<file path="src/rtl/ata_rd_pkg.sv">
package ata_rd_pkg;

  localparam int LBA_BITS = 28;
  localparam int OFS_W    = 3;

  // port offsets from the register-file base; the drive decodes these
  localparam logic [OFS_W-1:0] OFS_DATA    = 3'd0;
  localparam logic [OFS_W-1:0] OFS_SECCNT  = 3'd2;
  localparam logic [OFS_W-1:0] OFS_LBA_LO  = 3'd3;
  localparam logic [OFS_W-1:0] OFS_LBA_MID = 3'd4;
  localparam logic [OFS_W-1:0] OFS_LBA_HI  = 3'd5;
  localparam logic [OFS_W-1:0] OFS_DEVSEL  = 3'd6;
  localparam logic [OFS_W-1:0] OFS_CMDSTAT = 3'd7;

  // status bit positions
  localparam int SB_BUSY  = 7;
  localparam int SB_READY = 6;
  localparam int SB_FAULT = 0;

  localparam logic [7:0] CMD_READ_ONE  = 8'h20;
  localparam logic [7:0] DEVSEL_BLK_M0 = 8'hE0;

  typedef enum logic [3:0] {
    ST_IDLE,
    ST_POLL_PRE,
    ST_WR_CNT,
    ST_WR_LBA0,
    ST_WR_LBA1,
    ST_WR_LBA2,
    ST_WR_DEV,
    ST_WR_CMD,
    ST_POLL_POST,
    ST_XFER,
    ST_LAST
  } seq_state_t;

  typedef struct packed {
    logic             stb;
    logic             we;
    logic [OFS_W-1:0] ofs;
    logic [7:0]       wdata;
  } port_op_t;

endpackage

</file>
<file path="src/rtl/ata_rd_wordcnt.sv">
module ata_rd_wordcnt #(
  parameter int WORDS = 128
) (
  input  logic clk,
  input  logic rst,
  input  logic clr,
  input  logic inc,
  output logic last
);
  localparam int CW = (WORDS > 1) ? $clog2(WORDS) : 1;
  localparam logic [CW-1:0] LAST_IDX = CW'(WORDS - 1);

  logic [CW-1:0] cnt;

  assign last = (cnt == LAST_IDX);

  always_ff @(posedge clk) begin
    if (rst || clr) begin
      cnt <= '0;
    end else if (inc) begin
      cnt <= last ? '0 : cnt + 1'b1;
    end
  end
endmodule

</file>
<file path="src/rtl/ata_rd_opgen.sv">
module ata_rd_opgen
  import ata_rd_pkg::*;
(
  input  seq_state_t          st,
  input  logic [LBA_BITS-1:0] lba,
  output port_op_t            op
);
  always_comb begin
    op = '0;
    case (st)
      ST_POLL_PRE, ST_POLL_POST: begin
        op.stb = 1'b1;
        op.ofs = OFS_CMDSTAT;
      end
      ST_WR_CNT: begin
        op.stb   = 1'b1;
        op.we    = 1'b1;
        op.ofs   = OFS_SECCNT;
        op.wdata = 8'd1;
      end
      ST_WR_LBA0: begin
        op.stb   = 1'b1;
        op.we    = 1'b1;
        op.ofs   = OFS_LBA_LO;
        op.wdata = lba[7:0];
      end
      ST_WR_LBA1: begin
        op.stb   = 1'b1;
        op.we    = 1'b1;
        op.ofs   = OFS_LBA_MID;
        op.wdata = lba[15:8];
      end
      ST_WR_LBA2: begin
        op.stb   = 1'b1;
        op.we    = 1'b1;
        op.ofs   = OFS_LBA_HI;
        op.wdata = lba[23:16];
      end
      ST_WR_DEV: begin
        op.stb   = 1'b1;
        op.we    = 1'b1;
        op.ofs   = OFS_DEVSEL;
        op.wdata = DEVSEL_BLK_M0 | {4'h0, lba[27:24]};
      end
      ST_WR_CMD: begin
        op.stb   = 1'b1;
        op.we    = 1'b1;
        op.ofs   = OFS_CMDSTAT;
        op.wdata = CMD_READ_ONE;
      end
      ST_XFER: begin
        op.stb = 1'b1;
        op.ofs = OFS_DATA;
      end
      default: op = '0;
    endcase
  end
endmodule

</file>
<file path="src/rtl/ata_rd_fsm.sv">
module ata_rd_fsm
  import ata_rd_pkg::*;
(
  input  logic       clk,
  input  logic       rst,
  input  logic       req_valid,
  input  logic [7:0] status,
  input  logic       last,
  output seq_state_t state,
  output seq_state_t nstate,
  output logic       take_req,
  output logic       word_cap,
  output logic       raise_err,
  output logic       raise_done
);
  logic idle_rdy;
  logic faulted;

  assign idle_rdy = !status[SB_BUSY] && status[SB_READY];
  assign faulted  = !status[SB_BUSY] && status[SB_FAULT];

  always_comb begin
    nstate = state;
    case (state)
      ST_IDLE:      if (req_valid) nstate = ST_POLL_PRE;
      ST_POLL_PRE:  if (idle_rdy) nstate = ST_WR_CNT;
      ST_WR_CNT:    nstate = ST_WR_LBA0;
      ST_WR_LBA0:   nstate = ST_WR_LBA1;
      ST_WR_LBA1:   nstate = ST_WR_LBA2;
      ST_WR_LBA2:   nstate = ST_WR_DEV;
      ST_WR_DEV:    nstate = ST_WR_CMD;
      ST_WR_CMD:    nstate = ST_POLL_POST;
      ST_POLL_POST: begin
        if (faulted)       nstate = ST_IDLE;
        else if (idle_rdy) nstate = ST_XFER;
      end
      ST_XFER:      if (last) nstate = ST_LAST;
      ST_LAST:      nstate = ST_IDLE;
      default:      nstate = ST_IDLE;
    endcase
  end

  assign take_req   = (state == ST_IDLE) && req_valid;
  assign word_cap   = (state == ST_XFER);
  assign raise_err  = (state == ST_POLL_POST) && faulted;
  assign raise_done = (state == ST_LAST);

  always_ff @(posedge clk) begin
    if (rst) state <= ST_IDLE;
    else     state <= nstate;
  end
endmodule

</file>
<file path="src/rtl/ata_sector_reader.sv">
module ata_sector_reader
  import ata_rd_pkg::*;
#(
  parameter int                 ADDR_W       = 10,
  parameter int                 DATA_W       = 32,
  parameter int                 SECTOR_BYTES = 512,
  parameter logic [ADDR_W-1:0]  BASE_PORT    = 10'h1F0
) (
  input  logic                clk,
  input  logic                rst,
  input  logic                req_valid,
  input  logic [LBA_BITS-1:0] req_lba,
  output logic                bus_stb,
  output logic                bus_we,
  output logic [ADDR_W-1:0]   bus_addr,
  output logic [7:0]          bus_wdata,
  input  logic [DATA_W-1:0]   bus_rdata,
  output logic                word_valid,
  output logic [DATA_W-1:0]   word_data,
  output logic                done,
  output logic                err
);
  localparam int WORDS = SECTOR_BYTES / (DATA_W / 8);

  seq_state_t          state;
  seq_state_t          nstate;
  logic                take_req;
  logic                word_cap;
  logic                raise_err;
  logic                raise_done;
  logic                last;
  logic [LBA_BITS-1:0] lba_q;
  port_op_t            op_next;

  ata_rd_fsm u_fsm (
    .clk        (clk),
    .rst        (rst),
    .req_valid  (req_valid),
    .status     (bus_rdata[7:0]),
    .last       (last),
    .state      (state),
    .nstate     (nstate),
    .take_req   (take_req),
    .word_cap   (word_cap),
    .raise_err  (raise_err),
    .raise_done (raise_done)
  );

  ata_rd_wordcnt #(.WORDS(WORDS)) u_cnt (
    .clk  (clk),
    .rst  (rst),
    .clr  (state == ST_IDLE),
    .inc  (word_cap),
    .last (last)
  );

  ata_rd_opgen u_opgen (
    .st  (nstate),
    .lba (lba_q),
    .op  (op_next)
  );

  always_ff @(posedge clk) begin
    if (rst)           lba_q <= '0;
    else if (take_req) lba_q <= req_lba;
  end

  always_ff @(posedge clk) begin
    if (rst) begin
      bus_stb    <= 1'b0;
      bus_we     <= 1'b0;
      bus_addr   <= '0;
      bus_wdata  <= '0;
      word_valid <= 1'b0;
      word_data  <= '0;
      done       <= 1'b0;
      err        <= 1'b0;
    end else begin
      bus_stb    <= op_next.stb;
      bus_we     <= op_next.we;
      bus_addr   <= BASE_PORT + {{(ADDR_W-OFS_W){1'b0}}, op_next.ofs};
      bus_wdata  <= op_next.wdata;
      word_valid <= word_cap;
      if (word_cap) word_data <= bus_rdata;
      done       <= raise_done;
      err        <= raise_err;
    end
  end
endmodule

</file>
<file path="config.mk">
export PLATFORM = sky130hd
export DESIGN_NAME = ata_sector_reader
export DESIGN_NICKNAME = d
export VERILOG_FILES = /design/src/rtl/ata_rd_pkg.sv /design/src/rtl/ata_rd_wordcnt.sv /design/src/rtl/ata_rd_opgen.sv /design/src/rtl/ata_rd_fsm.sv /design/src/rtl/ata_sector_reader.sv
export SDC_FILE = /design/constraint.sdc
export NUM_CORES = 1
export LEC_CHECK = 0
export ABC_AREA = 1
export CAP_MARGIN = 20
export CORE_MARGIN = 8
export CORE_UTILIZATION = 42
export CTS_BUF_LIST = sky130_fd_sc_hd__clkbuf_8
export DETAILED_ROUTE_END_ITERATION = 10
export PLACE_DENSITY_LB_ADDON = 0.05
export SYNTH_ARGS = -nofsm -noshare
export SYNTH_HDL_FRONTEND = slang
export SYNTH_SLANG_ARGS = --single-unit
</file>
<file path="constraint.sdc">
create_clock -name clk -period 1.3 [get_ports clk]
set_input_delay 0.13 -clock clk [delete_from_list [all_inputs] [get_ports clk]]
set_output_delay 0.13 -clock clk [all_outputs]
set_load 0.01 [all_outputs]
</file>
# Word-level counts from Yosys, hierarchy flattened
# Cells that the tools add are included.
[word_totals]
register_bits = 94
in_bits = 63
output_inout_bits = 55
word_cells = 54
[classes]
n_addsub = 2
n_eq_ne = 20
n_mux = 11
reduce_logical = 10
[op_table]
columns = ["op", "n"]
rows = [
  ["8-bit one-hot mux with 6 select lines", 1],
  ["4-bit one-hot mux with 10 select lines", 1],
  ["4-bit by 3-bit == test with 1-bit output (second input constant)", 8],
  ["4-bit == test (second input constant)", 5],
  ["4-bit 2-to-1 mux", 5],
  ["3-bit one-hot mux with 6 select lines", 1],
  ["4-bit by 2-bit == test with 1-bit output (second input constant)", 4],
  ["9-bit by 3-bit adder with 10-bit output (first input constant)", 1],
  ["9-bit OR reduction", 1],
  ["4-bit by 1-bit == test with 1-bit output (second input constant)", 2],
  ["7-bit by 1-bit adder with 7-bit output (second input constant)", 1],
  ["7-bit == test (second input constant)", 1],
  ["7-bit 2-to-1 mux", 1],
  ["6-bit OR reduction", 1],
  ["1-bit logical AND", 4],
  ["4-bit zero test", 1],
  ["3-bit OR reduction", 1],
  ["1-bit 2-to-1 mux", 2],
  ["1-bit zero test", 1],
  ["1-bit logical OR", 1],
]

# Depth between registers and ports, before layout
[logic_depth]
depth_word = 9
ltp_mapped = 11
mapped_depth_nobuf = 11

# Modules after synthesis
# Synthesis repeated with hierarchy kept, for this count alone.
[hier_totals]
hier_cells = 615
area_unflattened_um2 = 4083.9
[modules_own_cells]
columns = ["module", "instances", "cells_each", "area_each_um2", "seq_area_each_um2"]
rows = [
  ["ata_sector_reader", 1, 441, 3069.2, 1541.5],
  ["ata_rd_opgen", 1, 71, 365.4, 0.0],
  ["ata_rd_wordcnt", 1, 49, 336.6, 140.1],
  ["ata_rd_fsm", 1, 54, 312.8, 80.1],
]

# Worst setup path before layout
# Ideal clock, no wire load.
[synth_timing]
kind = "reg2reg"
from = "register u_cnt.cnt[1]"
to = "register bus_addr[2]"
setup_ns = 0.056
t_arrival_ns = 1.287
required_time_ns = 1.244
path_slack_ns = -0.043
path_stages_with_launch = 12
n_path_buf = 0
synth_period_minus_slack_ns = 1.343
cell_sequence = "dfxtp_1 ha_1 nand2_1 nor2_1 nand2_1 nand2_2 nand2_2 nor2_4 nand3_2 nand4_1 nand2_1 inv_1"
[synth_between]
elab_chain_cells = 7
elab_cells_between_ends = 14
classes_between = "1 x add/sub; 9 x eq/ne; 3 x mux; 1 x reduce/logical"
[synth_lines]
columns = ["element", "line", "source"]
rows = [
  ["from (decl)", "ata_rd_wordcnt.sv:13", "logic [CW-1:0] cnt;"],
  ["from (signal assigned)", "ata_rd_wordcnt.sv:21", "cnt <= last ? '0 : cnt + 1'b1;"],
  ["7-bit == test (*)", "ata_rd_wordcnt.sv:15", "assign last = (cnt == LAST_IDX);"],
  ["4-bit 2-to-1 mux (*)", "ata_rd_fsm.sv:37", "ST_XFER: if (last) nstate = ST_LAST;"],
  ["4-bit one-hot mux with 10 select lines (*)", "ata_rd_fsm.sv:24", "case (state)"],
  ["4-bit by 1-bit == test with 1-bit output (tied with other cells)", "ata_rd_opgen.sv:10", "case (st)"],
  ["3-bit OR reduction (no source line)", "--", ""],
  ["3-bit one-hot mux with 6 select lines (*)", "ata_rd_opgen.sv:10", ""],
  ["9-bit by 3-bit adder with 10-bit output (*)", "ata_sector_reader.sv:81", "bus_addr <= BASE_PORT + {{(ADDR_W-OFS_W){1'b0}}, op_next.ofs};"],
  ["to (signal assigned)", "ata_sector_reader.sv:81", ""],
  ["to (decl)", "ata_sector_reader.sv:15", "output logic [ADDR_W-1:0] bus_addr,"],
]
# Every way passes the cells marked *; elsewhere a longest branch is shown, timed or not.
# A chain may end at the register's enable or synchronous reset.

# Worst setup path after layout
[layout_timing]
from = "register u_fsm.state[3]"
to = "register lba_q[21]"
[layout_between]
elab_chain_cells = 2
[layout_lines]
columns = ["element", "line", "source"]
rows = [
  ["from (decl)", "ata_rd_fsm.sv:9", "output seq_state_t state,"],
  ["from (signal assigned)", "ata_rd_fsm.sv:50", "else state <= nstate;"],
  ["4-bit zero test", "ata_rd_fsm.sv:43", "assign take_req = (state == ST_IDLE) && req_valid;"],
  ["1-bit logical AND", "ata_rd_fsm.sv:43", ""],
  ["to (signal assigned)", "ata_sector_reader.sv:65", "else if (take_req) lba_q <= req_lba;"],
  ["to (decl)", "ata_sector_reader.sv:32", "logic [LBA_BITS-1:0] lba_q;"],
]
# Every way passes these cells.

==> results.cfg <==
[outcome]
status = complete, but fails checks
violations = setup timing

[clock_tree]
clk_pin_slew_worst_paths_ns = 0.09
cts_buffers = 9
clock_latency_ns = 0.36
clk_path_buf_depth = 2
ctsHtreeMaxLevel = 3
cts-root-buf = clkbuf_8
cts_tree = yes
clkSinkCount = 88

[pwr]
leakage_nw = 2.70
ir_worst_vdd_mv = 0.671
p_per_area_nw_per_um2 = 996

[setup_path]
critPathLaunch = u_fsm.state[3]
r2r-start = u_fsm.state[3]
crit_fanout = 7
worst_ep_required_time_ns = 1.54
start_kind = register
critPathCaptureType = register
arrival_ns = 1.69
crit_type = register to register

[timing]
finalSetupViolCount = 44
final-max-slew-violation-count = 0
finalHoldViolations = 0
setup_ws_ns = -0.156
setup-tns-final_ns = -3.67
fmax_mhz = 687
layout_min_cycle_time_ns = 1.46
rsz0062_at_grt = yes
fin_hold_ws_ns = 0.367
finalClockSkew_ns = 0.00881
period_share = 1.12

[detailed_routing]
drt-vias-per-instance = 4.99
vias = 3631
drtIter0Drc = 149
drc = 0
avgRoutedWirePerCell_um = 17.4
ant_nets = 0
totalWireLength_mm = 12.6
drt_pass1_iterations = 4

[floorplan]
core_area_um2 = 8130
initial_utilization = 0.428
die_w_um = 107
die_h_um = 107
ios = 118
rows = 33
dieArea_um2 = 11500

[finish]
diodes = 0
syn_to_final_growth_pct = 77.3
layout.nets = 681
layout-drive-gt1-share = 0.333
nFillCells = 580
final_cells = 727

[synthesis]
yosys_warnings = 0
synth_area_per_cell_um2 = 7.87
synth.distinct_cells = 30
syn_area_um2 = 3480
seq_area_frac_synth = 0.506
synth_seq_cells = 88
syn_inst = 443

[grt]
grt_pass1_wl_mm = 16.5
first_global_vias = 3365
grt_usage = 0.180
antenna_found_initial = 0
grt_max_degree = 33
grt_remaining_overflow = 0

[placed_design]
numPortBuffers = 115
dp_hpwl_mm = 7.25
dpl.cell_count = 681
pre_cts_ws_ns = -0.203
gp_congestion = 0.891

[job]
drv_cap = 0

[hold_path]
holdCritStartpoint = bus_rdata[31]
hold_class = input port to register
-- worst max-delay path: stages, from the launching register on --
cell     delay [ns]
dfxtp_4        0.38
nor2_4         0.20
nand3_4        0.20
buf_12         0.21
o21ai_0        0.28
a21oi_2        0.06
-- metrics by stage --
step / total power [W] / area (µm²) / utilization
floorplan: 0.00326 / 3490 / -
global placement: 0.00366 / 5040 / 0.620
detailed placement: 0.00367 / 5040 / 0.620
CTS: 0.00584 / 5500 / 0.676
global route: 0.00637 / 6180 / 0.759
finish: 0.00615 / 6180 / 0.759
-- logic make-up (layout without fill, tap and decap cells) --
family,Yosys count,in the layout,share of synthesized area
compound gates,126,126,0.191
simple gates,142,142,0.189
buf+inv,85,263,0.109
fa+ha+maj,1,1,0.00359
flops,88,88,0.506
other cells,1,2,0.00108
-- layer usage --
metal / GRT usage / vias up / routed length [µm]
met3: 0.0510 / 27 / 675
met1: 0.203 / 1713 / 4920
li1: - / 1778 / -
met2: 0.309 / 113 / 6720
met4: 0.0784 / 0 / 302
met5: 0 / - / 0
-- cell usage after synthesis, drive strengths merged --
library cell	n	area share
buf	17	0.036
nor3	2	0.0029
clkbuf	11	0.012
ha	1	0.0036
nand3	11	0.020
a21oi	46	0.067
nand2	37	0.047
inv	57	0.061
nor2	89	0.11
conb	1	0.0011
dfxtp	88	0.51
o21ai	66	0.095
nand4	2	0.0036
or2	1	0.0018
a211oi	2	0.0057
o22ai	8	0.014
a221oi	3	0.0075
a31oi	1	0.0018
-- cell type report --
class	count	area, µm²	share of cell area
clock buffer	9	124	0.0201
clock inverter	7	95.1	0.0154
inverter	57	214	0.0346
multi-input combinational	271	1780	0.288
sequential	88	1780	0.288
tap	105	131	0.0213
timing repair buffer	190	2060	0.333
-- path summary, 6_finish.rpt --
path	slack, ns	to	cells after the start
setup / recovery	-0.16	lba_q[21]	5
hold / removal	0.37	word_data[31]	3
setup reg to reg	-0.16	lba_q[21]	5
hold reg to reg	0.47	lba_q[6]	2
-- power breakdown --
group          internal, W  total [W]  leakage (nW)  switching (W)
sequential         0.00281    0.00287         0.721      0.0000644
clock              0.00109    0.00209         0.110        0.00100
combinational     0.000631    0.00119          1.87       0.000559
-- state kept, by name (all words and copies together) (netlist names) --
| signal | cells |
|---|---|
| bus_addr | 4 |
| bus_stb | 1 |
| bus_wdata | 8 |
| bus_we | 1 |
| done | 1 |
| err | 1 |
| lba_q | 28 |
| u_cnt.cnt | 7 |
| u_fsm.state | 4 |
| word_data | 32 |
| word_valid | 1 |
-- cells in the final DEF, fill, tap and decap left out, drive strengths merged, types with 8 or more instances in the layout --
cell           instances
nor2                  89
inv                   58
nand2                 37
a21oi                 46
dfxtp                 88
nand3                 11
o21ai                 66
clkdlybuf4s50         62
dlygate4sd2           53
o22ai                  8
clkbuf                16
buf                   68
-- what timing repair did --
| action | in CTS | in global routing |
|---|---|---|
| hold buffers | 0 | 0 |
| pin swaps | 17 | 24 |
| gates cloned | 4 | 9 |
| endpoints found under the setup margin | 97 | 81 |
| resized for setup | 97 | 144 |
| setup buffers | 8 | 9 |
Power figures use the tool's default switching activity.
